File: src/rtl/coh_pkg.sv
// Shared types and the request planning rule for the coherence controller.
// Assumes one line per index (direct mapped) and whole-line writes.
package coh_pkg;

    typedef enum logic [1:0] {
        LS_INV = 2'd0,
        LS_SHR = 2'd1,
        LS_EXC = 2'd2,
        LS_MOD = 2'd3
    } line_st_t;

    typedef enum logic [1:0] {
        BC_NONE = 2'd0,
        BC_RD   = 2'd1,
        BC_RDX  = 2'd2,
        BC_WB   = 2'd3
    } bus_cmd_t;

    localparam logic [1:0] OP_RD  = 2'd0;
    localparam logic [1:0] OP_WR  = 2'd1;
    localparam logic [1:0] OP_RPL = 2'd2;

    // Bus command a request needs given the current line state and tag match.
    function automatic bus_cmd_t plan_cmd(input logic [1:0] op,
                                          input line_st_t st,
                                          input logic tag_eq);
        logic hit;
        hit = (st != LS_INV) && tag_eq;
        if (op == OP_RPL) begin
            return (hit && st == LS_MOD) ? BC_WB : BC_NONE;
        end
        if (op == OP_WR) begin
            if (hit && (st == LS_EXC || st == LS_MOD)) return BC_NONE;
            if (!hit && st == LS_MOD) return BC_WB;
            return BC_RDX;
        end
        if (hit) return BC_NONE;
        if (st == LS_MOD) return BC_WB;
        return BC_RD;
    endfunction

endpackage

File: src/rtl/coh_line_array.sv
// Per-line state, tag and data registers with two read ports (processor,
// snoop) and one write path. Assumes the snoop and request sides never
// write in the same cycle; the snoop write wins if they ever do.
module coh_line_array
    import coh_pkg::*;
#(
    parameter int IDX_W  = 2,
    parameter int TAG_W  = 4,
    parameter int DATA_W = 8
) (
    input  logic              clk,
    input  logic              rst_n,
    input  logic [IDX_W-1:0]  rd_idx_a,
    output line_st_t          st_a,
    output logic [TAG_W-1:0]  tag_a,
    output logic [DATA_W-1:0] dat_a,
    input  logic [IDX_W-1:0]  rd_idx_b,
    output line_st_t          st_b,
    output logic [TAG_W-1:0]  tag_b,
    output logic [DATA_W-1:0] dat_b,
    input  logic              snp_we,
    input  line_st_t          snp_st,
    input  logic              req_we,
    input  line_st_t          req_st,
    input  logic              req_load,
    input  logic [TAG_W-1:0]  req_tag,
    input  logic [DATA_W-1:0] req_dat
);
    localparam int LINES = 1 << IDX_W;

    line_st_t          st_q  [LINES];
    logic [TAG_W-1:0]  tag_q [LINES];
    logic [DATA_W-1:0] dat_q [LINES];

    for (genvar i = 0; i < LINES; i++) begin : g_line
        // Update one line from the snoop side or the request side.
        always_ff @(posedge clk) begin
            if (!rst_n) begin
                st_q[i]  <= LS_INV;
                tag_q[i] <= '0;
                dat_q[i] <= '0;
            end else if (snp_we && rd_idx_b == IDX_W'(i)) begin
                st_q[i] <= snp_st;
            end else if (req_we && rd_idx_a == IDX_W'(i)) begin
                st_q[i] <= req_st;
                if (req_load) begin
                    tag_q[i] <= req_tag;
                    dat_q[i] <= req_dat;
                end
            end
        end
    end

    // Read ports.
    assign st_a  = st_q[rd_idx_a];
    assign tag_a = tag_q[rd_idx_a];
    assign dat_a = dat_q[rd_idx_a];
    assign st_b  = st_q[rd_idx_b];
    assign tag_b = tag_q[rd_idx_b];
    assign dat_b = dat_q[rd_idx_b];

endmodule

File: src/rtl/coh_snoop_resp.sv
// Snoop side: decides the shared vote, the flush and the state change for a
// command issued by another cache. Vote and flush appear one cycle after the
// snooped address. Assumes no snoop arrives while this cache owns the bus.
module coh_snoop_resp
    import coh_pkg::*;
#(
    parameter int TAG_W  = 4,
    parameter int DATA_W = 8
) (
    input  logic              clk,
    input  logic              rst_n,
    input  logic              snp_valid_i,
    input  logic [1:0]        snp_cmd_i,
    input  logic [TAG_W-1:0]  snp_tag_i,
    input  logic              snp_supply_i,
    input  line_st_t          ln_st_i,
    input  logic [TAG_W-1:0]  ln_tag_i,
    input  logic [DATA_W-1:0] ln_dat_i,
    output logic              upd_en_o,
    output line_st_t          upd_st_o,
    output logic              shared_o,
    output logic              flush_o,
    output logic [DATA_W-1:0] flush_data_o
);
    logic hit, is_rd, is_rdx, give_data;

    // Hit detection and the next line state for a snooped command.
    always_comb begin
        hit       = snp_valid_i && (ln_st_i != LS_INV) && (ln_tag_i == snp_tag_i);
        is_rd     = (snp_cmd_i == BC_RD);
        is_rdx    = (snp_cmd_i == BC_RDX);
        upd_en_o  = hit && (is_rd || is_rdx);
        upd_st_o  = is_rdx ? LS_INV : LS_SHR;
        give_data = upd_en_o && ((ln_st_i == LS_MOD) || snp_supply_i);
    end

    // Register the vote and the flush for the cycle after the address.
    always_ff @(posedge clk) begin
        if (!rst_n) begin
            shared_o     <= 1'b0;
            flush_o      <= 1'b0;
            flush_data_o <= '0;
        end else begin
            shared_o     <= hit && is_rd;
            flush_o      <= give_data;
            flush_data_o <= ln_dat_i;
        end
    end

endmodule

File: src/rtl/coh_req_fsm.sv
// Request side: completes hits locally, otherwise requests the bus, picks
// the command when granted, runs address and data cycles, and writes the
// line. One request at a time; the request must be held until done.
module coh_req_fsm
    import coh_pkg::*;
#(
    parameter int IDX_W  = 2,
    parameter int TAG_W  = 4,
    parameter int DATA_W = 8
) (
    input  logic                    clk,
    input  logic                    rst_n,
    input  logic                    cpu_req_i,
    input  logic [1:0]              cpu_op_i,
    input  logic [TAG_W+IDX_W-1:0]  cpu_addr_i,
    input  logic [DATA_W-1:0]       cpu_wdata_i,
    output logic                    cpu_done_o,
    output logic [DATA_W-1:0]       cpu_rdata_o,
    input  logic                    snp_busy_i,
    output logic                    bus_req_o,
    input  logic                    bus_gnt_i,
    output logic [1:0]              bus_cmd_o,
    output logic [TAG_W+IDX_W-1:0]  bus_addr_o,
    input  logic                    bus_shared_i,
    input  logic [DATA_W-1:0]       bus_fill_i,
    output logic                    wb_valid_o,
    input  line_st_t                ln_st_i,
    input  logic [TAG_W-1:0]        ln_tag_i,
    input  logic [DATA_W-1:0]       ln_dat_i,
    output logic                    wr_en_o,
    output line_st_t                wr_st_o,
    output logic                    wr_load_o,
    output logic [TAG_W-1:0]        wr_tag_o,
    output logic [DATA_W-1:0]       wr_dat_o
);
    localparam int ADDR_W = TAG_W + IDX_W;

    typedef enum logic [2:0] {F_IDLE, F_ARB, F_ADDR, F_DATA, F_RESP} fsm_t;

    fsm_t              state_q, state_d;
    bus_cmd_t          cmd_q, cmd_d, plan;
    logic [ADDR_W-1:0] addr_q, addr_d;
    logic [DATA_W-1:0] rdata_q, rdata_d;
    logic [TAG_W-1:0]  cpu_tag;
    logic [IDX_W-1:0]  cpu_idx;

    assign cpu_tag = cpu_addr_i[ADDR_W-1:IDX_W];
    assign cpu_idx = cpu_addr_i[IDX_W-1:0];

    // Next state, command choice and line write for the current request.
    always_comb begin
        state_d   = state_q;
        cmd_d     = cmd_q;
        addr_d    = addr_q;
        rdata_d   = rdata_q;
        wr_en_o   = 1'b0;
        wr_st_o   = LS_INV;
        wr_load_o = 1'b0;
        wr_tag_o  = cpu_tag;
        wr_dat_o  = cpu_wdata_i;
        plan      = plan_cmd(cpu_op_i, ln_st_i, ln_tag_i == cpu_tag);
        unique case (state_q)
            F_IDLE: begin
                if (cpu_req_i && !snp_busy_i) begin
                    if (plan == BC_NONE) begin
                        state_d = F_RESP;
                        rdata_d = ln_dat_i;
                        if (cpu_op_i == OP_WR) begin
                            wr_en_o   = 1'b1;
                            wr_st_o   = LS_MOD;
                            wr_load_o = 1'b1;
                            rdata_d   = cpu_wdata_i;
                        end else if (cpu_op_i == OP_RPL && ln_st_i != LS_INV
                                     && ln_tag_i == cpu_tag) begin
                            wr_en_o = 1'b1;
                            wr_st_o = LS_INV;
                        end
                    end else begin
                        state_d = F_ARB;
                    end
                end
            end
            F_ARB: begin
                if (bus_gnt_i) begin
                    if (plan == BC_NONE) begin
                        state_d = F_IDLE;
                    end else begin
                        cmd_d   = plan;
                        addr_d  = (plan == BC_WB) ? {ln_tag_i, cpu_idx} : cpu_addr_i;
                        state_d = F_ADDR;
                    end
                end
            end
            F_ADDR: state_d = F_DATA;
            F_DATA: begin
                wr_en_o = 1'b1;
                unique case (cmd_q)
                    BC_WB: begin
                        wr_st_o = LS_INV;
                        state_d = F_IDLE;
                    end
                    BC_RD: begin
                        wr_st_o   = bus_shared_i ? LS_SHR : LS_EXC;
                        wr_load_o = 1'b1;
                        wr_dat_o  = bus_fill_i;
                        rdata_d   = bus_fill_i;
                        state_d   = F_RESP;
                    end
                    default: begin
                        wr_st_o   = LS_MOD;
                        wr_load_o = 1'b1;
                        rdata_d   = cpu_wdata_i;
                        state_d   = F_RESP;
                    end
                endcase
            end
            F_RESP:  state_d = F_IDLE;
            default: state_d = F_IDLE;
        endcase
    end

    // Sequence registers.
    always_ff @(posedge clk) begin
        if (!rst_n) begin
            state_q <= F_IDLE;
            cmd_q   <= BC_NONE;
            addr_q  <= '0;
            rdata_q <= '0;
        end else begin
            state_q <= state_d;
            cmd_q   <= cmd_d;
            addr_q  <= addr_d;
            rdata_q <= rdata_d;
        end
    end

    // Port decode from the sequence state.
    assign cpu_done_o  = (state_q == F_RESP);
    assign cpu_rdata_o = rdata_q;
    assign bus_req_o   = (state_q == F_ARB) || (state_q == F_ADDR) || (state_q == F_DATA);
    assign bus_cmd_o   = (state_q == F_ADDR) ? cmd_q : BC_NONE;
    assign bus_addr_o  = (state_q == F_ADDR) ? addr_q : '0;
    assign wb_valid_o  = (state_q == F_DATA) && (cmd_q == BC_WB);

endmodule

File: src/rtl/coh_cache_ctrl.sv
// Top of the snooping MESI controller: joins the line array, the request
// sequencer and the snoop responder. Assumes an external arbiter, an
// external wired-OR of the shared votes and an external supplier choice.
module coh_cache_ctrl
    import coh_pkg::*;
#(
    parameter int IDX_W  = 2,
    parameter int TAG_W  = 4,
    parameter int DATA_W = 8,
    localparam int ADDR_W = TAG_W + IDX_W
) (
    input  logic              clk,
    input  logic              rst_n,
    input  logic              cpu_req_i,
    input  logic [1:0]        cpu_op_i,
    input  logic [ADDR_W-1:0] cpu_addr_i,
    input  logic [DATA_W-1:0] cpu_wdata_i,
    output logic              cpu_done_o,
    output logic [DATA_W-1:0] cpu_rdata_o,
    output logic              bus_req_o,
    input  logic              bus_gnt_i,
    output logic [1:0]        bus_cmd_o,
    output logic [ADDR_W-1:0] bus_addr_o,
    output logic              bus_dvalid_o,
    output logic [DATA_W-1:0] bus_data_o,
    input  logic [DATA_W-1:0] bus_fill_i,
    input  logic              bus_shared_i,
    output logic              bus_shared_o,
    input  logic              snp_valid_i,
    input  logic [1:0]        snp_cmd_i,
    input  logic [ADDR_W-1:0] snp_addr_i,
    input  logic              snp_supply_i
);
    line_st_t          st_a, st_b, snp_st, req_st;
    logic [TAG_W-1:0]  tag_a, tag_b, req_tag;
    logic [DATA_W-1:0] dat_a, dat_b, req_dat, flush_data;
    logic              snp_we, req_we, req_load, flush_v, wb_v;

    coh_line_array #(.IDX_W(IDX_W), .TAG_W(TAG_W), .DATA_W(DATA_W)) u_lines (
        .clk      (clk),
        .rst_n    (rst_n),
        .rd_idx_a (cpu_addr_i[IDX_W-1:0]),
        .st_a     (st_a),
        .tag_a    (tag_a),
        .dat_a    (dat_a),
        .rd_idx_b (snp_addr_i[IDX_W-1:0]),
        .st_b     (st_b),
        .tag_b    (tag_b),
        .dat_b    (dat_b),
        .snp_we   (snp_we),
        .snp_st   (snp_st),
        .req_we   (req_we),
        .req_st   (req_st),
        .req_load (req_load),
        .req_tag  (req_tag),
        .req_dat  (req_dat)
    );

    coh_req_fsm #(.IDX_W(IDX_W), .TAG_W(TAG_W), .DATA_W(DATA_W)) u_req (
        .clk          (clk),
        .rst_n        (rst_n),
        .cpu_req_i    (cpu_req_i),
        .cpu_op_i     (cpu_op_i),
        .cpu_addr_i   (cpu_addr_i),
        .cpu_wdata_i  (cpu_wdata_i),
        .cpu_done_o   (cpu_done_o),
        .cpu_rdata_o  (cpu_rdata_o),
        .snp_busy_i   (snp_valid_i),
        .bus_req_o    (bus_req_o),
        .bus_gnt_i    (bus_gnt_i),
        .bus_cmd_o    (bus_cmd_o),
        .bus_addr_o   (bus_addr_o),
        .bus_shared_i (bus_shared_i),
        .bus_fill_i   (bus_fill_i),
        .wb_valid_o   (wb_v),
        .ln_st_i      (st_a),
        .ln_tag_i     (tag_a),
        .ln_dat_i     (dat_a),
        .wr_en_o      (req_we),
        .wr_st_o      (req_st),
        .wr_load_o    (req_load),
        .wr_tag_o     (req_tag),
        .wr_dat_o     (req_dat)
    );

    coh_snoop_resp #(.TAG_W(TAG_W), .DATA_W(DATA_W)) u_snoop (
        .clk          (clk),
        .rst_n        (rst_n),
        .snp_valid_i  (snp_valid_i),
        .snp_cmd_i    (snp_cmd_i),
        .snp_tag_i    (snp_addr_i[ADDR_W-1:IDX_W]),
        .snp_supply_i (snp_supply_i),
        .ln_st_i      (st_b),
        .ln_tag_i     (tag_b),
        .ln_dat_i     (dat_b),
        .upd_en_o     (snp_we),
        .upd_st_o     (snp_st),
        .shared_o     (bus_shared_o),
        .flush_o      (flush_v),
        .flush_data_o (flush_data)
    );

    // Bus data source: own write-back or a snoop flush (never both).
    assign bus_dvalid_o = wb_v | flush_v;
    assign bus_data_o   = wb_v ? dat_a : flush_data;

endmodule

File: config.mk
export PLATFORM = sky130hd
export DESIGN_NAME = coh_cache_ctrl
export DESIGN_NICKNAME = d
export VERILOG_FILES = /design/src/rtl/coh_pkg.sv /design/src/rtl/coh_line_array.sv /design/src/rtl/coh_snoop_resp.sv /design/src/rtl/coh_req_fsm.sv /design/src/rtl/coh_cache_ctrl.sv
export SDC_FILE = /design/constraint.sdc
export NUM_CORES = 1
export LEC_CHECK = 0
export CAP_MARGIN = 40
export CORE_MARGIN = 3
export CORE_UTILIZATION = 60
export CTS_CLUSTER_DIAMETER = 100
export CTS_CLUSTER_SIZE = 40
export DETAILED_ROUTE_END_ITERATION = 12
export DONT_BUFFER_PORTS = 1
export PLACE_DENSITY = 0.79
export SLEW_MARGIN = 20
export SYNTH_ARGS = -nofsm -noshare
export SYNTH_HDL_FRONTEND = slang
export SYNTH_SLANG_ARGS = --single-unit
File: constraint.sdc
create_clock -name clk -period 3.6 [get_ports clk]
set_clock_uncertainty 0.1 [all_clocks]
set_input_delay 0.36 -clock clk [delete_from_list [all_inputs] [get_ports clk]]
set_output_delay 0.36 -clock clk [all_outputs]
set_load 0.005 [all_outputs]
==> parameters.txt <==
Parameter                              Value

Outcome
  Outcome ... completed

Route
  Pre-antenna DRT Iters ... 5
  Count of routing violations after the opening detailed-route iteration ... 263
  Number of vias after detailed routing ... 3353
  DRC Markers ... 0
  Final ANT Viol Nets ... 0
  Avg WL per Cell ... 21.7 um
  Post-detailed-route via-to-cell ratio ... 6.61
  DRT Wirelength ... 11000 um

Floorplan
  Area of the die ... 8950 um^2
  Top Ports ... 67
  Placeable Area ... 7450 um^2
  Starting Density ... 63.3%
  Chip Height ... 94.6 um
  Standard-cell row count ... 31
  Width of the die ... 94.6 um

Synthesis
  Total number of yosys warnings ... 0
  Async S/R FF share, synth ... 0%
  Netlist area before placement ... 4710 um^2
  Number of distinct standard cells referenced by the synthesized netlist ... 53
  Most instantiated flip-flop cell in the synthesis netlist ... edfxtp_1
  Syn_area_per_cell ... 11.7 um^2
  Net count of the mapped netlist ... 443
  Post-synthesis register bit count ... 85
  Mapped Cells ... 402
  Sequential-to-total area share from yosys stat ... 48.0%
  Number of enable flip-flop cells after synthesis ... 56

Layout
  Diodes inserted ... 0
  Ratio of cells with drive above 1 in the final layout ... 20.6%
  Area growth from synthesis to final layout ... 6.00%
  Number of nets in the layout ... 444

Clock tree
  Number of cells upsized or downsized after cts ... 0
  H-tree lvl count ... 3
  Post-CTS setup buffer count ... 0
  CTS root buffer ... clkbuf_8
  Clock Latency Late Sink ... 0.36 ns
  Sinks on Clock Net ... 85
  TritonCTS clock tree ... done
  Clock-pin slew on the worst setup and hold paths ... 0.10 ns
  CTS Hold Buffers Added ... 0
  Max Buffers Root-to-Sink ... 2
  Clock buffer count from CTS ... 9

Worst setup path
  Master of the slowest instance on the critical path ... o21ai_0
  Family with the most delay on the worst path ... compound AO/OA/AOI/OAI gates
  Worst R2R Start ... u_lines.tag_q[3][3]$_SDFFCE_PN0P_
  Critical path depth in cells ... 6
  Category of the worst setup path launch point ... register
  Worst R2R Path Depth ... 6
  Max incr delay on CP ... 0.73 ns
  CP Cell Sequence ... mux4_2 -> xnor2_2 -> nand4_4 -> o31a_1 -> o21ai_0 -> buf_4
  Launch point of the worst path ... u_lines.tag_q[3][3]$_SDFFCE_PN0P_
  Bufs and invs on worst path ... 1
  R2R setup slack ... 0.41 ns
  Setup crit end kind ... register
  CP Data Required Time ... 3.57 ns
  Critical path type ... register to register
  CP Data Arrival Time ... 3.16 ns
  Highest fanout seen on the critical path ... 8

Power
  Power per standard cell area ... 391 nW/um^2
  Static leakage power ... 1.81 nW
  Power consumption ... 1.95 mW
  Worst VDD drop ... 0.000167 V

Global route
  Initial antenna violation count ... 0
  Largest net degree at the start of global routing ... 38
  Remaining global-route overflow ... 0
  Total Routing Usage GR ... 26.0%
  Vias in the first global route ... 3293
  Global-route wire length before repair ... 17400 um

Placement
  Buffers added on ports ... 0
  Placed wire-length estimate after detailed placement ... 8080 um
  Weighted congestion reported at the end of routability-driven placement ... 0.895

Timing
  Top achievable clock speed ... 313 MHz
  Slew at the pin closest to its max-slew limit ... 0.879 ns
  Final Setup Violations ... 0
  Post-route fraction of the period consumed by the critical path ... 88.7%
  Tightest slew margin relative to the limit ... 40.8%
  Final number of max-transition violations ... 0
  RSZ-0062 raised after global routing ... no
  Final hold vios ... 0
  Total negative slack for setup checks ... 0 ns
  Final min period ... 3.19 ns

Min path
  Hold Path Origin ... rst_n
  Worst min-delay path category ... input port to register
  Hold path depth ... 1

Run
  Number of maximum-capacitance violations ... 0
-- sequential cells by signal, indices dropped and copies added (netlist names) --
name                  flops
u_snoop.shared_o          1
u_snoop.flush_o           1
u_lines.dat_q            32
u_req.state_q             3
u_req.cpu_rdata_o         8
u_lines.st_q              8
u_req.addr_q              6
u_snoop.flush_data_o      8
u_lines.tag_q            16
u_req.cmd_q               2
-- final cells by class --
class                   instances  area, um^2
repair buffers                 11        85.1
clock buffers                   9         124
flip-flops and latches         85        2260
multi-input cells             288        2310
well taps                      99         124
inverters                       8        30.0
fillers                       535        2450
clock inverters                 7        57.6
-- placed cells by master, fill, tap and decap left out, drive strengths merged, types with 7 or more instances in the layout --
cell type,count
a21oi,18
and2,20
buf,10
clkbuf,9
dfxtp,29
edfxtp,56
inv,10
mux2,8
mux2i,22
mux4,28
nand2,25
nand2b,7
nor2,62
o21ai,20
o221a,9
or3,7
xnor2,7
-- kinds of logic (layout without fill, tap and decap cells) --
group	count (synthesis)	count (layout)	share of synthesized area, %
XOR/XNOR	9	9	2.31
buffers and inverters	29	35	3.08
flip-flops	85	85	48.0
adder cells (fa/ha/maj)	3	3	0.744
multiplexers	58	58	20.1
AO/OA/AOI/OAI	71	71	10.1
AND/OR/NAND/NOR	147	147	15.7
-- where the power goes --
part	leakage [nW]	internal (mW)	switching (mW)	total, mW
Clock	0.0877	0.259	0.368	0.627
Combinational	0.909	0.112	0.118	0.230
Sequential	0.814	1.07	0.0210	1.09
-- cell usage after synthesis (all sizes together) (4+ instances only) --
cell type | number | area (um^2)
o21ai | 20 | 100
a211oi | 4 | 30.0
mux4 | 28 | 631
nand2 | 25 | 93.8
o221a | 9 | 101
o22ai | 5 | 31.3
nor2 | 62 | 233
buf | 12 | 81.3
nand3 | 4 | 20.0
nor2b | 6 | 37.5
dfxtp | 29 | 581
mux2i | 22 | 224
clkbuf | 9 | 33.8
or3 | 7 | 58.8
nand2b | 7 | 43.8
and2 | 20 | 125
xnor2 | 7 | 91.3
inv | 8 | 30.0
mux2 | 8 | 90.1
edfxtp | 56 | 1680
a21oi | 18 | 90.1
-- path summary, 6_finish.rpt --
check                                       endpoint
setup / recovery   u_lines.dat_q[2][1]$_SDFFCE_PN0P_
hold / removal    u_snoop.flush_data_o[5]$_SDFF_PN0_
setup reg to reg   u_lines.dat_q[2][1]$_SDFFCE_PN0P_
hold reg to reg    u_req.cpu_rdata_o[3]$_SDFFE_PN0P_
-- per-layer routing --
layer | track usage (%) | up-vias | wire length [um]
met4 | 9.38 | 0 | 176
met5 | 0 | - | 0
li1 | - | 1513 | -
met1 | 34.1 | 1653 | 4270
met3 | 7.73 | 17 | 1160
met2 | 41.2 | 170 | 5390
-- metrics by stage --
stage	utilization [%]	instances	setup WS (ns)	instance area, um^2	hold WS [ns]
6_report	67.1	507	0.407	4990	0.0277
2_1_floorplan	-	402	0.397	4710	0.349
3_3_place_gp	64.4	489	0.478	4790	0.364
5_1_grt	67.1	507	0.312	4990	0.00657
4_1_cts	66.8	505	0.432	4980	0.00552
3_5_place_dp	64.4	489	0.429	4790	0.375
Note: power is estimated with default switching activity, not from simulation.
